### src/rtl/flash_stat_pkg.sv
package flash_stat_pkg;
  localparam int ST_BUSY = 0;
  localparam int ST_WEL  = 1;
  localparam int ST_BP_LO = 2;
  localparam int ST_BP_HI = 5;
  localparam int ST_AAI  = 6;
  localparam int ST_LOCK = 7;
  localparam int BP_W    = ST_BP_HI - ST_BP_LO + 1;
  localparam logic [7:0] STATUS_RESET = 8'h1C;
  localparam logic [BP_W-1:0] BP_RESET = STATUS_RESET[ST_BP_HI:ST_BP_LO];

  typedef struct packed {
    logic            lock;
    logic            aai;
    logic [BP_W-1:0] bp;
    logic            wel;
    logic            busy;
  } stat_t;
endpackage

### src/rtl/fsr_prot_decode.sv
module fsr_prot_decode #(
  parameter int AW = 22
) (
  input  logic [2:0]  code,
  input  logic [AW-1:0] q_addr,
  input  logic [AW:0]   q_bytes,
  output logic          prot
);
  localparam int SW = AW + 2;
  localparam logic [SW-1:0] ARRAY = SW'(1) << AW;

  // Size in bytes of the top region selected by a three-bit code.
  function automatic logic [SW-1:0] region_bytes(input logic [2:0] c);
    logic [SW-1:0] r;
    if (c == 3'd0) r = '0;
    else           r = ARRAY >> (3'd7 - c);
    return r;
  endfunction

  // First protected byte address (equals ARRAY when nothing is protected).
  function automatic logic [SW-1:0] region_base(input logic [2:0] c);
    return ARRAY - region_bytes(c);
  endfunction

  logic [SW-1:0] end_excl;
  logic [SW-1:0] base;

  always_comb begin
    base     = region_base(code);
    end_excl = SW'(q_addr) + SW'(q_bytes);
    prot     = (code != 3'd0) && (q_bytes != '0) && (end_excl > base);
  end
endmodule

### src/rtl/fsr_wr_gate.sv
module fsr_wr_gate (
  input  logic clk,
  input  logic rst_n,
  input  logic wp_n,
  input  logic cmd_wren,
  input  logic cmd_wrdi,
  input  logic cmd_ewsr,
  input  logic cmd_other,
  input  logic wrsr_stb,
  input  logic cur_lock,
  input  logic cur_busy,
  output logic wrsr_seen,
  output logic wrsr_take
);
  logic armed;
  logic locked;

  always_ff @(posedge clk) begin
    if (!rst_n) armed <= 1'b0;
    else if (cmd_wren || cmd_ewsr) armed <= 1'b1;
    else if (cmd_wrdi || cmd_other || wrsr_stb) armed <= 1'b0;
  end

  assign locked    = !wp_n && cur_lock;
  assign wrsr_seen = wrsr_stb && !cur_busy;
  assign wrsr_take = wrsr_seen && armed && !locked;

  // a write with no arming command just before it is never taken
  p_unarmed_refused_r5: assert property (@(posedge clk) disable iff (!rst_n)
    (cmd_other && !cmd_wren && !cmd_ewsr) |=> !wrsr_take);
endmodule

### src/rtl/fsr_regs.sv
module fsr_regs
  import flash_stat_pkg::*;
(
  input  logic       clk,
  input  logic       rst_n,
  input  logic       cmd_wren,
  input  logic       cmd_wrdi,
  input  logic       op_start,
  input  logic       op_done,
  input  logic       aai_enter,
  input  logic       aai_exit,
  input  logic       wrsr_seen,
  input  logic       wrsr_take,
  input  logic [7:0] wrsr_data,
  output stat_t      st
);
  logic wel_clr;
  logic wel_set;

  assign wel_clr = cmd_wrdi || wrsr_seen || aai_exit || (op_done && !st.aai);
  assign wel_set = cmd_wren && !st.busy;

  always_ff @(posedge clk) begin
    if (!rst_n) begin
      st.busy <= 1'b0;
      st.wel  <= 1'b0;
      st.aai  <= 1'b0;
      st.bp   <= BP_RESET;
      st.lock <= 1'b0;
    end else begin
      if (op_start)     st.busy <= 1'b1;
      else if (op_done) st.busy <= 1'b0;

      if (wel_clr)      st.wel <= 1'b0;
      else if (wel_set) st.wel <= 1'b1;

      if (cmd_wrdi || aai_exit) st.aai <= 1'b0;
      else if (aai_enter)       st.aai <= 1'b1;

      if (wrsr_take) begin
        st.bp   <= wrsr_data[ST_BP_HI:ST_BP_LO];
        st.lock <= wrsr_data[ST_LOCK];
      end
    end
  end

  p_wrdi_clears_r8: assert property (@(posedge clk) disable iff (!rst_n)
    cmd_wrdi |=> (!st.wel && !st.aai));
  p_wren_sets_r8: assert property (@(posedge clk) disable iff (!rst_n)
    (cmd_wren && !st.busy && !op_done && !aai_exit) |=> st.wel);
  p_busy_start_r10: assert property (@(posedge clk) disable iff (!rst_n)
    op_start |=> st.busy);
  p_busy_done_r10: assert property (@(posedge clk) disable iff (!rst_n)
    (op_done && !op_start) |=> !st.busy);
  p_refused_hold_r5: assert property (@(posedge clk) disable iff (!rst_n)
    (!wrsr_take) |=> ($stable(st.bp) && $stable(st.lock)));
  p_wrsr_clears_wel_r7: assert property (@(posedge clk) disable iff (!rst_n)
    wrsr_seen |=> !st.wel);
  p_aai_exit_r9: assert property (@(posedge clk) disable iff (!rst_n)
    aai_exit |=> (!st.aai && !st.wel));
endmodule

### src/rtl/flash_status_ctl.sv
module flash_status_ctl
  import flash_stat_pkg::*;
#(
  parameter int AW = 22
) (
  input  logic          clk,
  input  logic          rst_n,
  input  logic          wp_n,
  input  logic          cmd_wren,
  input  logic          cmd_wrdi,
  input  logic          cmd_ewsr,
  input  logic          cmd_other,
  input  logic          wrsr_stb,
  input  logic [7:0]    wrsr_data,
  input  logic          op_start,
  input  logic          op_done,
  input  logic          aai_enter,
  input  logic          aai_exit,
  input  logic [AW-1:0] q_addr,
  input  logic [AW:0]   q_bytes,
  output logic [7:0]    status,
  output logic          write_en,
  output logic          addr_protected,
  output logic          erase_all_ok
);
  stat_t st;
  logic  wrsr_seen;
  logic  wrsr_take;

  fsr_wr_gate u_gate (
    .clk       (clk),
    .rst_n     (rst_n),
    .wp_n      (wp_n),
    .cmd_wren  (cmd_wren),
    .cmd_wrdi  (cmd_wrdi),
    .cmd_ewsr  (cmd_ewsr),
    .cmd_other (cmd_other),
    .wrsr_stb  (wrsr_stb),
    .cur_lock  (st.lock),
    .cur_busy  (st.busy),
    .wrsr_seen (wrsr_seen),
    .wrsr_take (wrsr_take)
  );

  fsr_regs u_regs (
    .clk       (clk),
    .rst_n     (rst_n),
    .cmd_wren  (cmd_wren),
    .cmd_wrdi  (cmd_wrdi),
    .op_start  (op_start),
    .op_done   (op_done),
    .aai_enter (aai_enter),
    .aai_exit  (aai_exit),
    .wrsr_seen (wrsr_seen),
    .wrsr_take (wrsr_take),
    .wrsr_data (wrsr_data),
    .st        (st)
  );

  fsr_prot_decode #(.AW(AW)) u_dec (
    .code    (st.bp[2:0]),
    .q_addr  (q_addr),
    .q_bytes (q_bytes),
    .prot    (addr_protected)
  );

  assign status       = st;
  assign write_en     = st.wel;
  assign erase_all_ok = (st.bp == '0);

  p_lock_hold_r6: assert property (@(posedge clk) disable iff (!rst_n)
    (wrsr_stb && !wp_n && status[ST_LOCK]) |=>
      ($stable(status[ST_BP_HI:ST_BP_LO]) && $stable(status[ST_LOCK])));
  p_busy_ignores_r10: assert property (@(posedge clk) disable iff (!rst_n)
    (wrsr_stb && status[ST_BUSY] && !op_done && !cmd_wren) |=> $stable(write_en));
  p_all_region_r3: assert property (@(posedge clk) disable iff (!rst_n)
    (status[4:2] == 3'd7 && q_bytes != '0) |-> addr_protected);
  p_no_region_r3: assert property (@(posedge clk) disable iff (!rst_n)
    (status[4:2] == 3'd0) |-> !addr_protected);
  p_erase_ok_r11: assert property (@(posedge clk) disable iff (!rst_n)
    erase_all_ok |-> !addr_protected);
endmodule

### config.mk
export PLATFORM = sky130hd
export DESIGN_NAME = flash_status_ctl
export DESIGN_NICKNAME = d
export VERILOG_FILES = /design/src/rtl/flash_stat_pkg.sv /design/src/rtl/fsr_prot_decode.sv /design/src/rtl/fsr_wr_gate.sv /design/src/rtl/fsr_regs.sv /design/src/rtl/flash_status_ctl.sv
export SDC_FILE = /design/constraint.sdc
export NUM_CORES = 1
export LEC_CHECK = 0
export CORE_UTILIZATION = 65
export CTS_CLUSTER_DIAMETER = 80
export DETAILED_ROUTE_END_ITERATION = 10
export DONT_BUFFER_PORTS = 1
export PLACE_DENSITY = 0.81
export SYNTH_ARGS = -nofsm -noshare
export SYNTH_HDL_FRONTEND = slang
export SYNTH_SLANG_ARGS = --single-unit
### constraint.sdc
create_clock -name clk -period 4 [get_ports clk]
set_input_delay 0.2 -clock clk [delete_from_list [all_inputs] [get_ports clk]]
set_output_delay 0.2 -clock clk [all_outputs]
set_load 0.005 [all_outputs]
After elaboration in Yosys (flattened, before gate mapping). Cells that the tools add are included.

$lt $le $gt $ge: 1. Shifts and indexed selects: 1. Multipliers: 0. Eq/ne operators: 0. $add $sub $neg: 3. Reductions and logical operators: 27. Divide/modulo/power cells: 0. Bitwise logic cells: 1. Multiplexer cells: 5.

Operators by type and width (count): $add 22x23->24 (1); $gt 24x24->1 (1); $mux 24 (1); $shr 23x3->24 const A (1); $sub 23x24->24 const A (1); $reduce_bool 23->1 (1); $logic_and 1x1->1 (8); $logic_or 1x1->1 (7); $logic_not 1->1 (4); $logic_not 4->1 (1); $mux 1 (4); $reduce_bool 2->1 (2); $reduce_or 2->1 (2); $logic_not 3->1 (1); $reduce_bool 3->1 (1); $sub 3x3->3 const A (1); $not 1->1 (1).

Logic and storage cells: 44. Latch bits: 0. Memory bits (writable): 0. Memories kept: 0. Memory bits (read-only): 0. Bits in registers: 9.

Longest topological paths before layout.
Depth after elaboration: 6. Depth in mapped cells: 17.

Modules after synthesis. From an unflattened synthesis, not the netlist that was laid out.

Cells, all modules: 250. Area total of the unflattened synthesis: 1901.8 um^2.

Modules (own cells, without submodules): fsr_prot_decode (cells an instance 214, area an instance 1517.7 um^2, instances 1, seq. area each 0.0 um^2); fsr_regs (cells an instance 28, area an instance 299.0 um^2, instances 1, seq. area each 160.2 um^2); fsr_wr_gate (cells an instance 6, area an instance 65.1 um^2, instances 1, seq. area each 20.0 um^2); flash_status_ctl (cells an instance 2, area an instance 20.0 um^2, instances 1, seq. area each 0.0 um^2).

Worst setup path before layout. No wires, ideal clock.

Path type: input port to output port. Start point: input q_addr[0]. End point: output addr_protected. Slack: 0.564 ns. Data arrival time: 3.236 ns. Stages on the path: 16. Cell sequence: ha_1 -> fa_1 -> a211oi_2 -> o21ai_2 -> nand3_2 -> a31oi_2 -> a211o_2 -> a311oi_2 -> xnor2_1 -> ha_1 -> nand4_1 -> a2111oi_0 -> nand4_1 -> nor4_1 -> and4b_1 -> a31oi_1.

Cells in the longest elaborated chain, start to end: 3.

Ends and longest elaborated chain: start: declaration (line flash_status_ctl.sv:19) `input logic [AW-1:0] q_addr,`; $add 22x23->24 (line fsr_prot_decode.sv:30) `end_excl = SW'(q_addr) + SW'(q_bytes);`; $gt 24x24->1 (line fsr_prot_decode.sv:31) `prot = (code != 3'd0) && (q_bytes != '0) && (end_excl > base);`; $logic_and 1x1->1 (line fsr_prot_decode.sv:31); end: declaration (line flash_status_ctl.sv:23) `output logic addr_protected,`.

No other way between the ends.

Worst setup path after layout. Same ends and word-level chain as after synthesis.

==> results.ini <==
[final_layout]
layout_common_cells = ha_1, nor2_1, a21oi_1
ff_latch_area_sq_um = 180
syn_to_final_growth_pct = 3.41
post_route_cells_drive_above_1_share_pct = 7.20
multi_input_comb_area_sq_um = 1690
num_antenna_cells = 0
filler_cell_count = 237
layout.cell_area.non_filler_sq_um = 2010
nNetsFinal = 362
most_common_library_cell_in_the_layout_ignoring_fill_and_taps = ha_1

[sta]
hold-worst-slack_ns = 0.0279
totalNegativeSetupSlack_ns = 0
report.final.hold_viol_count = 0
maximum_clock_rate_ghz = 0.268
rsz0062_at_grt = false
finalMaxSlewViolations = 0
final.period_utilization_pct = 93.2
tightestPinTransition_ns = 0.513
post-route-min-period_ns = 3.73
post-route-worst-setup-slack_ns = 0.272
finalSetupViolCount = 0
worst_clock_skew_ns = 0.00457
worst_slew_margin_rel_pct = 65.4

[min_path]
min_to = u_regs.st[2]$_SDFFE_PN1P_
hold_path_depth = 1
timing.hold.worst.start = rst_n
hold_path.class = in -> reg

[critical_path]
rr_endpoint = u_regs.st[7]$_SDFFE_PN0P_
startpoint_type = primary input
reg2reg_depth = 4
endpoint_kind = primary output
r2r_slack_ns = 2.79
cp_data_arrival_time_ns = 3.53
crit-reg2reg-launch = u_regs.st[0]$_SDFFE_PN0P_
worst-endpoint-required_ns = 3.80
critical_path_maximum_fanout = 4
critPathKind = in -> out

[global_routing]
number_of_global_route_vias_before_repair = 1754
grt.overflow.total = 0
antenna_found_initial = 0
first_pass_grt_wire_length_microns = 7610
largest_net_degree_at_the_start_of_global_routing = 12
global_route.usage.total_pct = 29.1

[placed_design]
pre_cts_ws_ns = 0.160
dpl-instance-area_sq_um = 1960
weighted_congestion_at_the_end_of_routability_driven_global_placement = 0.939
detailedPlacementHpwl_microns = 3850
port_buffers = 0

[routing]
vias_per_cell = 6.75
via_total_after_detailed_routing = 1992
drt_pass1_iterations = 8
first_iter_violations = 95
detail-route-antenna-nets = 0
routed_wl_microns = 4590
wl_per_cell_microns = 15.6
drc = 13

[power]
ir_drop_mv = 0.296
finalPower_mw = 0.442
power.density_cell_area_nw_per_um2 = 220
total_leakage_power_nw = 0.849

[clock_tree]
cts_tree = built
htreeDepth = 1
worst_skew_pair.late_latency_ns = 0.26
clock_sink_count = 9
clk_pin_slew_worst_paths_ns = 0.06
clk_root_buffer_cell = clkbuf_4
cts_inserted_buffers = 3
clk_path_buf_depth = 2

[die]
initial_core_util_pct = 69.4
core.rowCount = 19
core_area_sq_um = 2810
die_ar_sq_um = 3220
die_w_microns = 56.7
io_pins = 76
die_h_microns = 56.7

[yosys]
synth_seq_area_share_pct = 9.25
yosys_most_used_dff = dfxtp_1
ff_latch_count_synth = 9
syn-cell-area_sq_um = 1950
synth_async_reset_ratio_pct = 0
post_synth.cell_area_avg_sq_um = 7.37
synthesis.instances = 264
post_synth_cell_types = 62
number_of_synthesized_flops_with_an_enable_pin = 0
synth_warnings = 0
synth.net_count = 361

[flow_run]
max_cap_viol_count = 0

[status]
violations_in_the_final_reports = design-rule violations
status = complete, but fails checks

-- worst max-delay path, stage by stage --
cell	delay (ns)
ha_1	0.23
fa_2	0.39
a211oi_2	0.29
o21ai_2	0.14
nand3_2	0.08
a31oi_2	0.10
a211o_2	0.35
a311oi_2	0.30
xnor2_1	0.10
ha_1	0.27
nand4_1	0.16
a2111oi_2	0.25
nand4_1	0.16
nor4_2	0.18
and4b_1	0.23
a31oi_1	0.12
-- flip-flops by register name (all words and copies together) (netlist names) --
signal,count
u_gate.armed,1
u_regs.st,8
-- through the flow --
| stage | utilization [%] | instances |
|---|---|---|
| 2_1_floorplan | - | 264 |
| 3_3_place_gp | 69.8 | 290 |
| 3_5_place_dp | 69.8 | 290 |
| 4_1_cts | 71.1 | 295 |
| 5_1_grt | 71.8 | 295 |
| 6_report | 71.8 | 295 |
-- synth_stat cells (4+ instances only) --
library cell  instances  area (sq um)
a31oi_1               8          50.1
mux2i_1               5          50.1
xor2_1                4          35.0
nor3_1                7          35.0
nand3_1               5          25.0
a21o_1                5          37.5
nor2b_1               9          56.3
xnor2_1               4          35.0
a21oi_1              22           110
nor4_1                6          37.5
dfxtp_1               9           180
nor2_1               28           105
nand2_1              17          63.8
inv_1                17          63.8
ha_1                 31           388
nand4_1               4          25.0
o21ai_0              14          70.1
-- report_power, final --
part	internal, mW	switching (mW)	total [mW]	leakage, nW
combinational	0.121	0.153	0.273	0.760
sequential	0.0939	0.00588	0.0998	0.0739
clock	0.0384	0.0305	0.0689	0.0150
total	0.253	0.189	0.442	0.849
-- logic make-up after synthesis --
| kind of cell | after synthesis | share of synthesized area, % |
|---|---|---|
| adders and majority gates | 32 | 21.0 |
| other | 1 | 0.193 |
| and+or+nand+nor | 92 | 24.1 |
| xor gates and xnor gates | 8 | 3.60 |
| AOI/OAI and AO/OA | 93 | 33.7 |
| buffers and inverters | 23 | 5.08 |
| DFF | 9 | 9.25 |
| muxes | 6 | 3.15 |
-- worst max path at each step --
stage / from / end / slack, ns / depth (start not counted)
4_1_cts: q_addr[0] / addr_protected / 0.16 / 16
3_5_place_dp: q_addr[0] / addr_protected / 0.16 / 16
3_3_place_gp: q_addr[0] / addr_protected / 0.19 / 16
5_1_grt: q_addr[0] / addr_protected / 0.04 / 16
2_1_floorplan: q_addr[0] / addr_protected / 0.56 / 16
6_report: q_addr[0] / addr_protected / 0.27 / 16
-- repair_timing --
item / in CTS / in global routing
resized for setup: 0 / 6
hold endpoints to repair: 1 / 0
hold buffers: 1 / 0
endpoints found under the setup margin: 0 / 1
buffers inserted: 0 / 0
-- layer usage --
metal	routed length (microns)	vias to the layer above	track usage, %	part of all wire, %
met2	1940	86	46.9	42
met4	13	0	2.09	0.28
met5	0	-	0	0
met1	2170	893	41.4	47
li1	-	1011	-	-
met3	470	2	5.99	10
-- final cells by class --
type / count / share of cell area [%]
flip-flops and latches: 9 / 8.95
clock buffers: 4 / 1.31
inverters: 17 / 3.17
well taps: 31 / 1.93
multi-input cells: 232 / 83.8
repair buffers: 2 / 0.870
Note: power is estimated with default switching activity, not from simulation.
